`src/rtl/tx_watermark_fifo.sv`:
```
module tx_watermark_fifo #(
  parameter int DW = 8
) (
  input  logic          clk,
  input  logic          rst_n,
  input  logic          reg_we,
  input  logic [15:0]   reg_wdata,
  output logic [15:0]   reg_rdata,
  input  logic          req_en,
  input  logic          push,
  input  logic [DW-1:0] push_data,
  input  logic          pop,
  output logic [DW-1:0] pop_data,
  output logic          xfer_req,
  output logic          ovf_flag,
  output logic          udf_flag,
  output logic          cfg_err
);
  localparam int DEPTH = 16;
  localparam int AW = $clog2(DEPTH);
  localparam int CW = $clog2(DEPTH + 1);
  localparam logic [CW-1:0] FULL = CW'(DEPTH);

  logic [DW-1:0] mem [DEPTH];
  logic [AW-1:0] wp, rp;
  logic [CW-1:0] cnt, cnt_nx, free, free_nx;
  logic [2:0]    code, code_nx, wr_code;
  logic          do_push, do_pop, bad_wr;

  function automatic logic [CW-1:0] need(input logic [2:0] c);
    case (c)
      3'b100:  need = CW'(12);
      3'b101:  need = CW'(8);
      3'b110:  need = CW'(4);
      3'b111:  need = CW'(1);
      default: need = FULL;
    endcase
  endfunction

  assign do_push = push && (cnt != FULL);
  assign do_pop  = pop && (cnt != '0);
  assign cnt_nx  = cnt + CW'(do_push) - CW'(do_pop);
  assign free    = FULL - cnt;
  assign free_nx = FULL - cnt_nx;
  assign wr_code = reg_wdata[15:13];
  assign bad_wr  = reg_we && !wr_code[2] && (wr_code != 3'b000);
  assign code_nx = !reg_we ? code : (bad_wr ? 3'b000 : wr_code);

  assign reg_rdata = {code, free, 8'h00};
  assign pop_data  = mem[rp];

  always_ff @(posedge clk) begin
    if (do_push) mem[wp] <= push_data;
  end

  always_ff @(posedge clk or negedge rst_n) begin
    if (!rst_n) begin
      wp       <= '0;
      rp       <= '0;
      cnt      <= '0;
      code     <= 3'b000;
      xfer_req <= 1'b0;
      ovf_flag <= 1'b0;
      udf_flag <= 1'b0;
      cfg_err  <= 1'b0;
    end else begin
      if (do_push) wp <= wp + 1'b1;
      if (do_pop)  rp <= rp + 1'b1;
      cnt      <= cnt_nx;
      code     <= code_nx;
      xfer_req <= req_en && (free_nx >= need(code_nx));
      if (push && !do_push) ovf_flag <= 1'b1;
      if (pop && !do_pop)   udf_flag <= 1'b1;
      if (bad_wr)           cfg_err  <= 1'b1;
    end
  end


  free_range_chk: assert property (@(posedge clk) disable iff (!rst_n)
    reg_rdata[12:8] <= FULL);


  no_overflow_chk: assert property (@(posedge clk) disable iff (!rst_n)
    (push && !pop && reg_rdata[12:8] == '0) |=> (ovf_flag && reg_rdata[12:8] == '0));


  no_underflow_chk: assert property (@(posedge clk) disable iff (!rst_n)
    (pop && !push && reg_rdata[12:8] == FULL) |=> (udf_flag && reg_rdata[12:8] == FULL));


  legal_code_chk: assert property (@(posedge clk) disable iff (!rst_n)
    (reg_rdata[15:13] == 3'b000) || reg_rdata[15]);


  req_gate_chk: assert property (@(posedge clk) disable iff (!rst_n)
    !req_en |=> !xfer_req);


  ovf_sticky_chk: assert property (@(posedge clk) disable iff (!rst_n)
    ovf_flag |=> ovf_flag);
endmodule

```
`config.mk`:
```
export PLATFORM = sky130hd
export DESIGN_NAME = tx_watermark_fifo
export DESIGN_NICKNAME = d
export VERILOG_FILES = /design/src/rtl/tx_watermark_fifo.sv
export SDC_FILE = /design/constraint.sdc
export NUM_CORES = 1
export LEC_CHECK = 0
export BUFFER_PORTS_ARGS = -buffer_cell sky130_fd_sc_hd__buf_2
export CAP_MARGIN = 20
export CORE_AREA = 2 2 77 152
export DETAILED_ROUTE_END_ITERATION = 10
export DIE_AREA = 0 0 79 154
export GPL_TIMING_DRIVEN = 0
export MAX_ROUTING_LAYER = met4
export PLACE_DENSITY = 0.77
export SETUP_SLACK_MARGIN = 0.05
export SYNTH_ARGS = -nofsm -noshare
export SYNTH_HDL_FRONTEND = slang
export SYNTH_SLANG_ARGS = --single-unit
```
`constraint.sdc`:
```
create_clock -name clk -period 5.4 [get_ports clk]
set_clock_uncertainty 0.05 [all_clocks]
set_input_delay 1.35 -clock clk [delete_from_list [all_inputs] [get_ports clk]]
set_output_delay 1.35 -clock clk [all_outputs]
set_load 0.05 [all_outputs]
```
# ---- Word level (Yosys, flattened, before mapping)
# Memories as Yosys holds them, arrays and structs flattened.
# Index checks and enable logic that the tools add are counted.
# Widths: inputs -> output; s select.
dict set report totals {
  ramBits 128
  register_bits 20
  rom_bits 0
  word_cells 38
  output_inout_bits 28
  latchBits 0
  mem_count 1
}
# name depth word_bits rd rd_ports_with_merged_regs wr line
set mem_list {}
lappend mem_list {mem 16 8 1 0 1 24} ;# logic [DW-1:0] mem [DEPTH];
dict set report classes {
  div 0
  n_reduce_logical 12
  addsub 6
  n_bitwise 0
  mux 5
  shift 0
  order_cmp 1
  eq_ne 5
  mul 0
}
# op count
set ops {}
lappend ops {{$pmux 5 s4} 1}
lappend ops {{$eq 3x3->1 const B} 4}
lappend ops {{$sub 5x5->5 const A} 2}
lappend ops {{$add 4x1->4 const B} 2}
lappend ops {{$logic_and 1x1->1} 7}
lappend ops {{$mux 3} 2}
lappend ops {{$add 5x1->5} 1}
lappend ops {{$ge 5x5->1} 1}
lappend ops {{$ne 5x5->1 const B} 1}
lappend ops {{$reduce_bool 5->1} 1}
lappend ops {{$sub 5x1->5} 1}
lappend ops {{$logic_not 1->1} 3}
lappend ops {{$reduce_bool 3->1} 1}
lappend ops {{$mux 1} 2}

# ---- Longest topological paths before layout
# Gate-level depths: netlist of run 1.
dict set report logic_depth {
  depth_word 9
  ltp_mapped 20
  depth_no_buf 19
}

# ---- Least setup slack after synthesis of run 1
# OpenSTA, ideal clock, no wires.
dict set report synth_timing {
  path_kind {input to register}
  start {in push}
  end {reg xfer_req}
  setup_slack_ns 1.281
  path_buffers 1
  required_ns 5.220
  t_arrival_ns 3.938
  path_stages 16
  setup_ns 0.130
  cell_sequence {nor2b_1 > buf_2 > inv_1 > ha_1 > inv_1 > ha_1 > inv_1 > fa_1 > ha_1 > and3_1 > mux2i_1 > xnor2_1 > ha_1 > nor3b_1 > a31oi_1 > a21boi_0}
}
dict set report synth_between {
  elab_chain_cells 6
}
# element line
set synth_rtl {}
lappend synth_rtl {{from (decl)} 10} ;# input logic push,
lappend synth_rtl {{$logic_and 1x1->1} 40} ;# assign do_push = push && (cnt != FULL);
lappend synth_rtl {{$add 5x1->5} 42} ;# assign cnt_nx = cnt + CW'(do_push) - CW'(do_pop);
lappend synth_rtl {{$sub 5x1->5} 42}
lappend synth_rtl {{$sub 5x5->5} 44} ;# assign free_nx = FULL - cnt_nx;
lappend synth_rtl {{$ge 5x5->1} 71} ;# xfer_req <= req_en && (free_nx >= need(code_nx));
lappend synth_rtl {{$logic_and 1x1->1} 71}
lappend synth_rtl {{to (signal assigned)} 71}
lappend synth_rtl {{to (decl)} 14} ;# output logic xfer_req,
# No other way between the ends.
# A chain may end at the register's enable or synchronous reset.

# ---- Final worst setup path of run 1
dict set report layout_timing {
  start {reg cnt[1]}
  end {reg xfer_req}
}
dict set report layout_between {
  elab_chain_cells 7
}
# element line
set layout_rtl {}
lappend layout_rtl {{from (decl)} 26} ;# logic [CW-1:0] cnt, cnt_nx, free, free_nx;
lappend layout_rtl {{from (signal assigned)} 69} ;# cnt <= cnt_nx;
lappend layout_rtl {{$ne 5x5->1} 40}
lappend layout_rtl {{$logic_and 1x1->1} 40}
lappend layout_rtl {{$add 5x1->5} 42}
lappend layout_rtl {{$sub 5x1->5 *} 42}
lappend layout_rtl {{$sub 5x5->5 *} 44}
lappend layout_rtl {{$ge 5x5->1 *} 71}
lappend layout_rtl {{$logic_and 1x1->1 *} 71}
# Every way passes the cells marked *; elsewhere a longest branch is shown, timed or not.

==> results.tsv, run 1 <==
metric	value	unit
Net Sw Power	1.695	mW
DP Wirelength	8595	um
synthesized area per cell	18.24	um^2
top post-synthesis cells by area	edfxtp_1 61%, dfrtp_1 7.9%, mux4_2 7.5%	
via count	3256	
layout cells sized above 1	0.2619	
Hold Path Cell Cnt	1	
Syn Inst Count	346	
top_reg_cell synth	edfxtp_1	
final antenna-violating net count	0	
Worst-Margin Slew	0.6184	ns
Yosys Warn Count	0	
register bit total from synthesis	148	
core area	10950	um^2
fillcell total	745	
number of nets in the layout	459	
GRT overflow	0	
Placer Congestion	0.8437	
RR Endpoint	xfer_req$_DFF_PN0_	
Finish-stage setup viols	0	
top cell type's share of synthesized area	0.6089	
Skew-Pair Late Insertion Delay	0.42	ns
worst hold-check path type	reg -> reg	
outcome	finished, final reports clean	
Flop pwr share	0.330	
clk slew on worst S/H paths	0.06	ns
Synth Cell Area	6312	um^2
top-count cell post-synth	edfxtp_1	
# diodes	0	
Int Pwr	2.839	mW
crit path kind	reg -> reg	
CTS sink count	148	
Slew Viols, Final	0	
Top Family by Delay on Critical Path	adder cells	
Combinational Power Share	0.412	
Fin. Hold Viols	0	
crit path from	cnt[1]$_DFF_PN0_	
Seq/Total Area, Yosys	0.6882	
CP cell instances	inv_1, ha_1, and2_1, ha_1, nor2b_1, buf_2, inv_1, ha_1, inv_1, ha_1, inv_1, fa_1, xnor2_1, and3_1, mux2i_1, xnor2_1, ha_1, nor3b_1, a31oi_1, a21boi_0	
1st-iter DRT viols	245	
period utilization	0.7902	
Pre-antenna DRT Iters	4	
IO Port Bufs	36	
WP buf/inv	5	
CTS tree	done	
Crit. path cell count	20	
chip height	154	um
clock power share	0.258	
vias per cell	5.814	
crit end category	flip-flop	
Critical Path End	xfer_req$_DFF_PN0_	
Sw Share	0.3739	
first-pass GRT wire length	19220	um
total CTS buffers	17	
most frequent cells after synthesis	128 x edfxtp_1, 21 x mux4_2, 20 x dfrtp_1, 20 x ha_1	
clk buf depth	2	
Post-synth EDFFs	128	
post-route core utilization	0.6653	
met3 WL post-DR	592	um
DRC	0	
Max VDD drop	766.1	uV
pwr dens	622.7	nW/um^2
largest net degree at the start of global routing	21	
crit-path max cell delay	0.40	ns
Pwr Total	4.534	mW
CTS resizes	0	
htree depth	4	
Worst setup SP type	flip-flop	
Worst EP required	5.69	ns
Final min period	4.267	ns
CP max stage cell	dfrtp_1	
crit path max fanout	8	
Cell Rows	54	
wire length on met2	7094	um
reg2reg path depth	20	
critical path's most frequent cell	ha_1	
crit path DAT	4.55	ns
starting density of the core	0.5767	
Post-CTS Setup Inserts	0	
Synth-to-Final Area Change	15.36	%
CTS root buf	clkbuf_16	
CTS hold repair buffers	0	
Leak	2.739	nW
die area	12170	um^2
GRT Resource Usage Total	0.2323	
number of max-cap violations	0	
I/O pin cnt	58	
Relative slew margins	0.5862	
DR WL/cell	22.16	um
reg-to-reg setup timing slack	1.13	ns
ys async rst share	0.1351	
worst reg2reg startpoint	cnt[1]$_DFF_PN0_	
RSZ-0062 raised after global routing	no	
f_max	0.2343	GHz
setup TNS	0	ns
vias in the first global route	3471	
unique cell type count in the Yosys netlist	36	
total routed wirelength	12410	um
post-synth top area cell	edfxtp_1	
Die Width	79	um
Metal-1 WL	4143	um
initial antenna violation count	0	
top layer in use	met4	
[sequential cells by signal (all words and copies together) (netlist names), 3 cells and up]
register and flops:
cnt 5, code 3, mem 128, rp 4
wp 4
[power by group through the flow]
| stage | Sequential (mW) | Combinational (mW) | Clock (mW) |
|---|---|---|---|
| 2_1_floorplan | 1.53 | 1.40 | 0 |
| 3_3_place_gp | 1.50 | 1.83 | 0 |
| 3_5_place_dp | 1.52 | 1.88 | 0 |
| 4_1_cts | 1.50 | 1.89 | 1.18 |
| 5_1_grt | 1.51 | 2.02 | 1.23 |
| 6_report | 1.50 | 1.87 | 1.17 |
[worst min-delay path by stage]
stage                              start              endpoint  slack, ns
floorplan              rp[3]$_DFFE_PN0P_     rp[3]$_DFFE_PN0P_       0.44
global placement    udf_flag$_DFFE_PN0P_  udf_flag$_DFFE_PN0P_       0.39
detailed placement  udf_flag$_DFFE_PN0P_  udf_flag$_DFFE_PN0P_       0.39
CTS                 ovf_flag$_DFFE_PN0P_  ovf_flag$_DFFE_PN0P_       0.41
global route        ovf_flag$_DFFE_PN0P_  ovf_flag$_DFFE_PN0P_       0.43
finish              ovf_flag$_DFFE_PN0P_  ovf_flag$_DFFE_PN0P_       0.40
[worst register-to-register path, delay by kind of cell (launching register included)]
kind	cells	cell delay, ns
muxes	1	0.08
DFF	1	0.40
AOI/OAI and AO/OA	2	0.29
buffers and inverters	5	0.54
xor gates and xnor gates	2	0.53
and+or+nand+nor	4	0.70
adders and majority gates	6	1.58
[metal layers]
metal  track usage  up-vias
met3       0.05692       37
met4        0.1207        0
met1        0.2338     1634
met2        0.4064      135
li1              -     1450
met5             -        -
[layout make-up]
class | count | area [um^2] | area share
Clock inverter | 14 | 162.7 | 0.02234
Multi-Input combinational cell | 165 | 1749 | 0.2402
Tap cell | 140 | 175.2 | 0.02405
Clock buffer | 17 | 425.4 | 0.05842
Timing Repair Buffer | 36 | 180.2 | 0.02474
Buffer | 22 | 177.7 | 0.02440
Inverter | 18 | 67.56 | 0.009278
Sequential cell | 148 | 4344 | 0.5966
[cells by family (layout without fill, tap and decap cells)]
kind of cell | Yosys count | after routing | share of synthesized area
and+or+nand+nor | 55 | 55 | 0.04797
DFF | 148 | 148 | 0.6882
buffers and inverters | 40 | 107 | 0.03885
AOI/OAI and AO/OA | 30 | 30 | 0.03310
other | 1 | 8 | 0.0005941
adders and majority gates | 21 | 21 | 0.04281
muxes | 36 | 36 | 0.1277
xor gates and xnor gates | 15 | 15 | 0.02081
[through the flow]
stage               area (um^2)  setup WS [ns]  hold slack (ns)  cells
detailed placement         6694         0.8057           0.3917    529
floorplan                  6339          1.281           0.4365    353
CTS                        7282          1.096           0.4075    560
global route               7282         0.8460           0.4254    560
finish                     7282          1.133           0.4038    560
global placement           6694         0.9143           0.3884    529
[layout by cell type (no fill, tap or decap), types with 12 or more instances in the layout]
cell,synthesis,routed
a22oi_1,16,16
and2_1,18,18
buf_2,3,39
clkbuf_16,0,17
dfrtp_1,20,20
edfxtp_1,128,128
ha_1,20,20
inv_1,18,18
mux4_2,21,21
nand2_1,14,14
xnor2_1,12,12
No activity file was read; power rests on OpenSTA's default activity.
==> inputs of run 2 (changes only) <==
Clock period 5.4 ns to 4.1 ns, I/O delays scaled along.
==> results.tsv, run 2 (synthesized netlist as in run 1, its figures left out) <==
metric	value	unit
outcome	finished, final reports clean	
initial antenna violation count	0	
1st-iter DRT viols	285	
Slew Viols, Final	0	
total CTS buffers	17	
number of nets in the layout	465	
Worst setup SP type	flip-flop	
number of max-cap violations	0	
Worst-Margin Slew	0.6469	ns
Relative slew margins	0.5672	
vias in the first global route	3522	
vias per cell	5.772	
first-pass GRT wire length	19410	um
via count	3267	
Largest register FFs	128	
Skew-Pair Late Insertion Delay	0.42	ns
fillcell total	739	
CTS sink count	148	
GRT Resource Usage Total	0.2341	
CTS hold repair buffers	0	
Worst EP required	4.35	ns
most frequent cells in the layout	128 x edfxtp_1, 38 x buf_2, 21 x mux4_2, 20 x dfrtp_1, 18 x buf_4	
worst reg2reg startpoint	cnt[2]$_DFF_PN0_	
setup TNS	0	ns
layout cells sized above 1	0.2934	
Finish-stage setup viols	0	
core area	10950	um^2
final worst slack	0.1777	ns
Fin. Hold Viols	0	
Max VDD drop	1005	uV
GRT overflow	0	
pwr dens	829.0	nW/um^2
crit end category	flip-flop	
Biggest register	mem	
crit path kind	reg -> reg	
f_max	0.2550	GHz
CTS root buf	clkbuf_16	
Final min period	3.922	ns
largest net degree at the start of global routing	21	
# diodes	0	
worst hold-check path type	reg -> reg	
CTS tree	done	
Leak	2.776	nW
period utilization	0.9567	
I/O pin cnt	58	
RSZ-0062 raised after global routing	no	
Placer Congestion	0.8437	
Regs by FF count	mem x128, cnt x5	
commonest non-fill, non-tap cell in the layout	edfxtp_1	
DRC	0	
final antenna-violating net count	0	
total routed wirelength	12580	um
starting density of the core	0.5767	
clk slew on worst S/H paths	0.06	ns
crit path DAT	4.17	ns
Die Width	79	um
die area	12170	um^2
Worst Min Path Start	ovf_flag$_DFFE_PN0P_	
chip height	154	um
DP Wirelength	8595	um
clk buf depth	2	
crit path max fanout	3	
htree depth	4	
Synth-to-Final Area Change	16.69	%
IO Port Bufs	36	
Cell Rows	54	
pre-CTS setup slack	-0.1693	ns
Pwr Total	6.106	mW
worst hold slack	0.4037	ns
Pre-antenna DRT Iters	4	
DR WL/cell	22.22	um
crit path from	cnt[2]$_DFF_PN0_	
## run 2: layer usage
| metal | wire length (um) | vias to the layer above | share of wire | GRT usage |
|---|---|---|---|---|
| met1 | 4176 | 1646 | 0.33 | 0.2347 |
| met4 | 473 | 0 | 0.038 | 0.1215 |
| li1 | - | 1459 | - | - |
| met2 | 7265 | 133 | 0.58 | 0.4132 |
| met3 | 660 | 29 | 0.052 | 0.05340 |
| met5 | 0 | - | 0 | - |
## run 2: layout make-up
type                            count  area [um^2]  share of cell area
Multi-Input combinational cell    165         1784              0.2422
Tap cell                          140        175.2             0.02378
Sequential cell                   148         4344              0.5898
Inverter                           18        67.56            0.009173
Clock buffer                       17        425.4             0.05775
Clock inverter                     14        162.7             0.02208
Buffer                             22        181.4             0.02463
Timing Repair Buffer               42        225.2             0.03058
## run 2: final timing paths
| path | end | slack (ns) | cells past startpoint |
|---|---|---|---|
| setup / recovery | xfer_req$_DFF_PN0_ | 0.18 | 20 |
| hold / removal | ovf_flag$_DFFE_PN0P_ | 0.40 | 1 |
| setup reg to reg | xfer_req$_DFF_PN0_ | 0.18 | 20 |
| hold reg to reg | ovf_flag$_DFFE_PN0P_ | 0.40 | 1 |
| max in group asynchronous | udf_flag$_DFFE_PN0P_ | 3.16 | 1 |
| min in group asynchronous | wp[2]$_DFFE_PN0P_ | 0.51 | 1 |
## run 2: critical path, cell delays in order (launching register included)
cell and delay, ns:
dfrtp_1 0.35, inv_1 0.08, ha_1 0.21, and2_4 0.18, ha_2 0.17, nor2b_1 0.11
buf_4 0.13, inv_1 0.06, ha_1 0.29, inv_1 0.06, ha_1 0.16, inv_1 0.08
fa_2 0.64, ha_4 0.16, and3_1 0.14, mux2i_1 0.08, xnor2_1 0.21, ha_1 0.27
nor3b_2 0.16, a31oi_1 0.13, a21boi_1 0.08
## run 2: power breakdown
part	switching (mW)	internal, mW	total [mW]
registers	0.100	1.86	1.96
logic	1.59	1.02	2.61
clock network	0.592	0.948	1.54
## run 2: timing repair
| action | 4_1_cts | 5_1_grt |
|---|---|---|
| pin swaps | 0 | 4 |
| gates resized for setup | 5 | 7 |
| buffers inserted | 4 | 2 |
| setup endpoints to repair | 1 | 1 |
## run 2: metrics by stage
step           utilization  std cells  instance area [um^2]
6_report            0.6730        566                  7366
5_1_grt             0.6730        566                  7366
4_1_cts             0.6699        564                  7332
3_5_place_dp        0.6116        529                  6694
3_3_place_gp        0.6116        529                  6694
2_1_floorplan            -        353                  6339
==> inputs of run 3 (changes only) <==
Settings changed: CORE_AREA 2 2 77 152 to 2 2 107 109, DIE_AREA 0 0 79 154 to 0 0 109 111, PLACE_DENSITY 0.77 to 0.78.
==> results.tsv, run 3 (synthesized netlist as in run 1, its figures left out) <==
metric	value	unit
commonest non-fill, non-tap cell in the layout	edfxtp_1	
Cell Rows	39	
DRC	0	
htree depth	4	
outcome	finished, final reports clean	
CTS root buf	clkbuf_16	
Slew Viols, Final	0	
I/O pin cnt	58	
Regs by FF count	mem x128, cnt x5	
chip height	111	um
total routed wirelength	12250	um
RSZ-0062 raised after global routing	no	
# diodes	0	
pwr dens	820.6	nW/um^2
number of max-cap violations	0	
crit path kind	reg -> reg	
total CTS buffers	17	
initial antenna violation count	0	
starting density of the core	0.5699	
clk slew on worst S/H paths	0.06	ns
Finish-stage setup viols	0	
first-pass GRT wire length	18290	um
Metal-1 WL	5025	um
period utilization	0.9368	
CTS tree	done	
Biggest register	mem	
CTS sink count	148	
vias in the first global route	3380	
number of nets in the layout	467	
Final min period	3.841	ns
Worst EP required	4.35	ns
crit path DAT	4.09	ns
post-route core utilization	0.6688	
Synth-to-Final Area Change	17.36	%
via count	3306	
Post-Layout Inst Area	7408	um^2
core area	11080	um^2
Fin. Hold Viols	0	
Max VDD drop	768.5	uV
Largest register FFs	128	
Die Width	109	um
Placer Congestion	0.7810	
final antenna-violating net count	0	
Skew-Pair Late Insertion Delay	0.42	ns
Leak	2.805	nW
Pre-antenna DRT Iters	5	
placed cells	532	
1st-iter DRT viols	292	
fin cells	572	
GRT overflow	0	
Relative slew margins	0.5071	
GRT Resource Usage Total	0.2216	
worst hold-check path type	reg -> reg	
wire length on met2	6105	um
crit end category	flip-flop	
DP Wirelength	7859	um
placed cell area	6698	um^2
largest net degree at the start of global routing	21	
fillcell total	693	
top layer in use	met4	
Pwr Total	6.079	mW
IO Port Bufs	36	
setup TNS	0	ns
clk buf depth	2	
Worst-Margin Slew	0.7367	ns
crit path max fanout	5	
die area	12100	um^2
vias per cell	5.780	
Worst setup SP type	flip-flop	
met3 WL post-DR	687	um
most frequent cells in the layout	128 x edfxtp_1, 39 x buf_2, 21 x mux4_2, 21 x clkbuf_16, 20 x dfrtp_1	
layout cells sized above 1	0.3007	
DR WL/cell	21.41	um
f_max	0.2604	GHz
==> run 3: changes by cell type in the layout (fill, tap and decap cells not counted), moves of 2 or more <==
cell,previous run,this run
clkinvlp_4,3,0
inv_1,17,15
bufinv_16,3,0
clkbuf_16,17,21
inv_2,1,3
clkbuf_1,1,5
clkbuf_8,0,2
==> run 3: final timing paths <==
| check | start | to | slack, ns | cells past startpoint |
|---|---|---|---|---|
| worst max register to register | cnt[2]$_DFF_PN0_ | xfer_req$_DFF_PN0_ | 0.26 | 20 |
| max in group asynchronous | rst_n | wp[3]$_DFFE_PN0P_ | 3.18 | 1 |
| min in group asynchronous | rst_n | ovf_flag$_DFFE_PN0P_ | 0.50 | 1 |
| worst min-delay path | udf_flag$_DFFE_PN0P_ | udf_flag$_DFFE_PN0P_ | 0.40 | 1 |
| worst max-delay path | cnt[2]$_DFF_PN0_ | xfer_req$_DFF_PN0_ | 0.26 | 20 |
| worst min register to register | udf_flag$_DFFE_PN0P_ | udf_flag$_DFFE_PN0P_ | 0.40 | 1 |
==> run 3: area by class of cell <==
cell class                      instances  area (um^2)  area share
Clock inverter                          5        30.03    0.004053
Sequential cell                       148         4344      0.5864
Buffer                                 22        185.2     0.02500
Tap cell                              143        178.9     0.02415
Clock buffer                           27        568.0     0.07668
Inverter                               18        67.56    0.009120
Multi-Input combinational cell        165         1794      0.2422
Timing Repair Buffer                   44        240.2     0.03243
==> run 3: metal layers <==
layer / vias up / global-route usage
li1: 1472 / -
met1: 1679 / 0.2804
met2: 126 / 0.3412
met3: 29 / 0.05409
met4: 0 / 0.09829
met5: - / -
==> run 3: report_power, final <==
| group | total (mW) | switching (mW) | leakage, nW | internal, mW |
|---|---|---|---|---|
| clock | 1.51 | 0.558 | 0.298 | 0.950 |
| combinational | 2.61 | 1.58 | 1.12 | 1.03 |
| sequential | 1.96 | 0.103 | 1.39 | 1.86 |
==> run 3: metrics by stage <==
stage	hold slack [ns]	setup slack, ns
floorplan	0.4365	0.3065
global placement	0.3832	-0.1017
detailed placement	0.3934	-0.1500
CTS	0.4065	0.05201
global route	0.4238	0.03411
finish	0.4042	0.2591
==> run 3: repair_timing <==
action,CTS,global route
pin swaps,0,5
endpoints found under the setup margin,1,1
gates resized for setup,5,14
setup buffers,4,4
cloned,0,0
hold buffers,0,0
==> run 3: critical path: stages (launching register included) <==
cell      delay (ns)
dfrtp_1         0.37
inv_2           0.06
ha_1            0.19
and2_4          0.16
ha_2            0.18
nor2b_4         0.12
buf_6           0.11
inv_1           0.06
ha_1            0.29
inv_1           0.06
ha_2            0.17
inv_1           0.06
fa_2            0.63
ha_4            0.15
and3_1          0.14
mux2i_1         0.08
xnor2_1         0.19
ha_1            0.26
nor3b_2         0.16
a31oi_1         0.13
a21boi_1        0.08
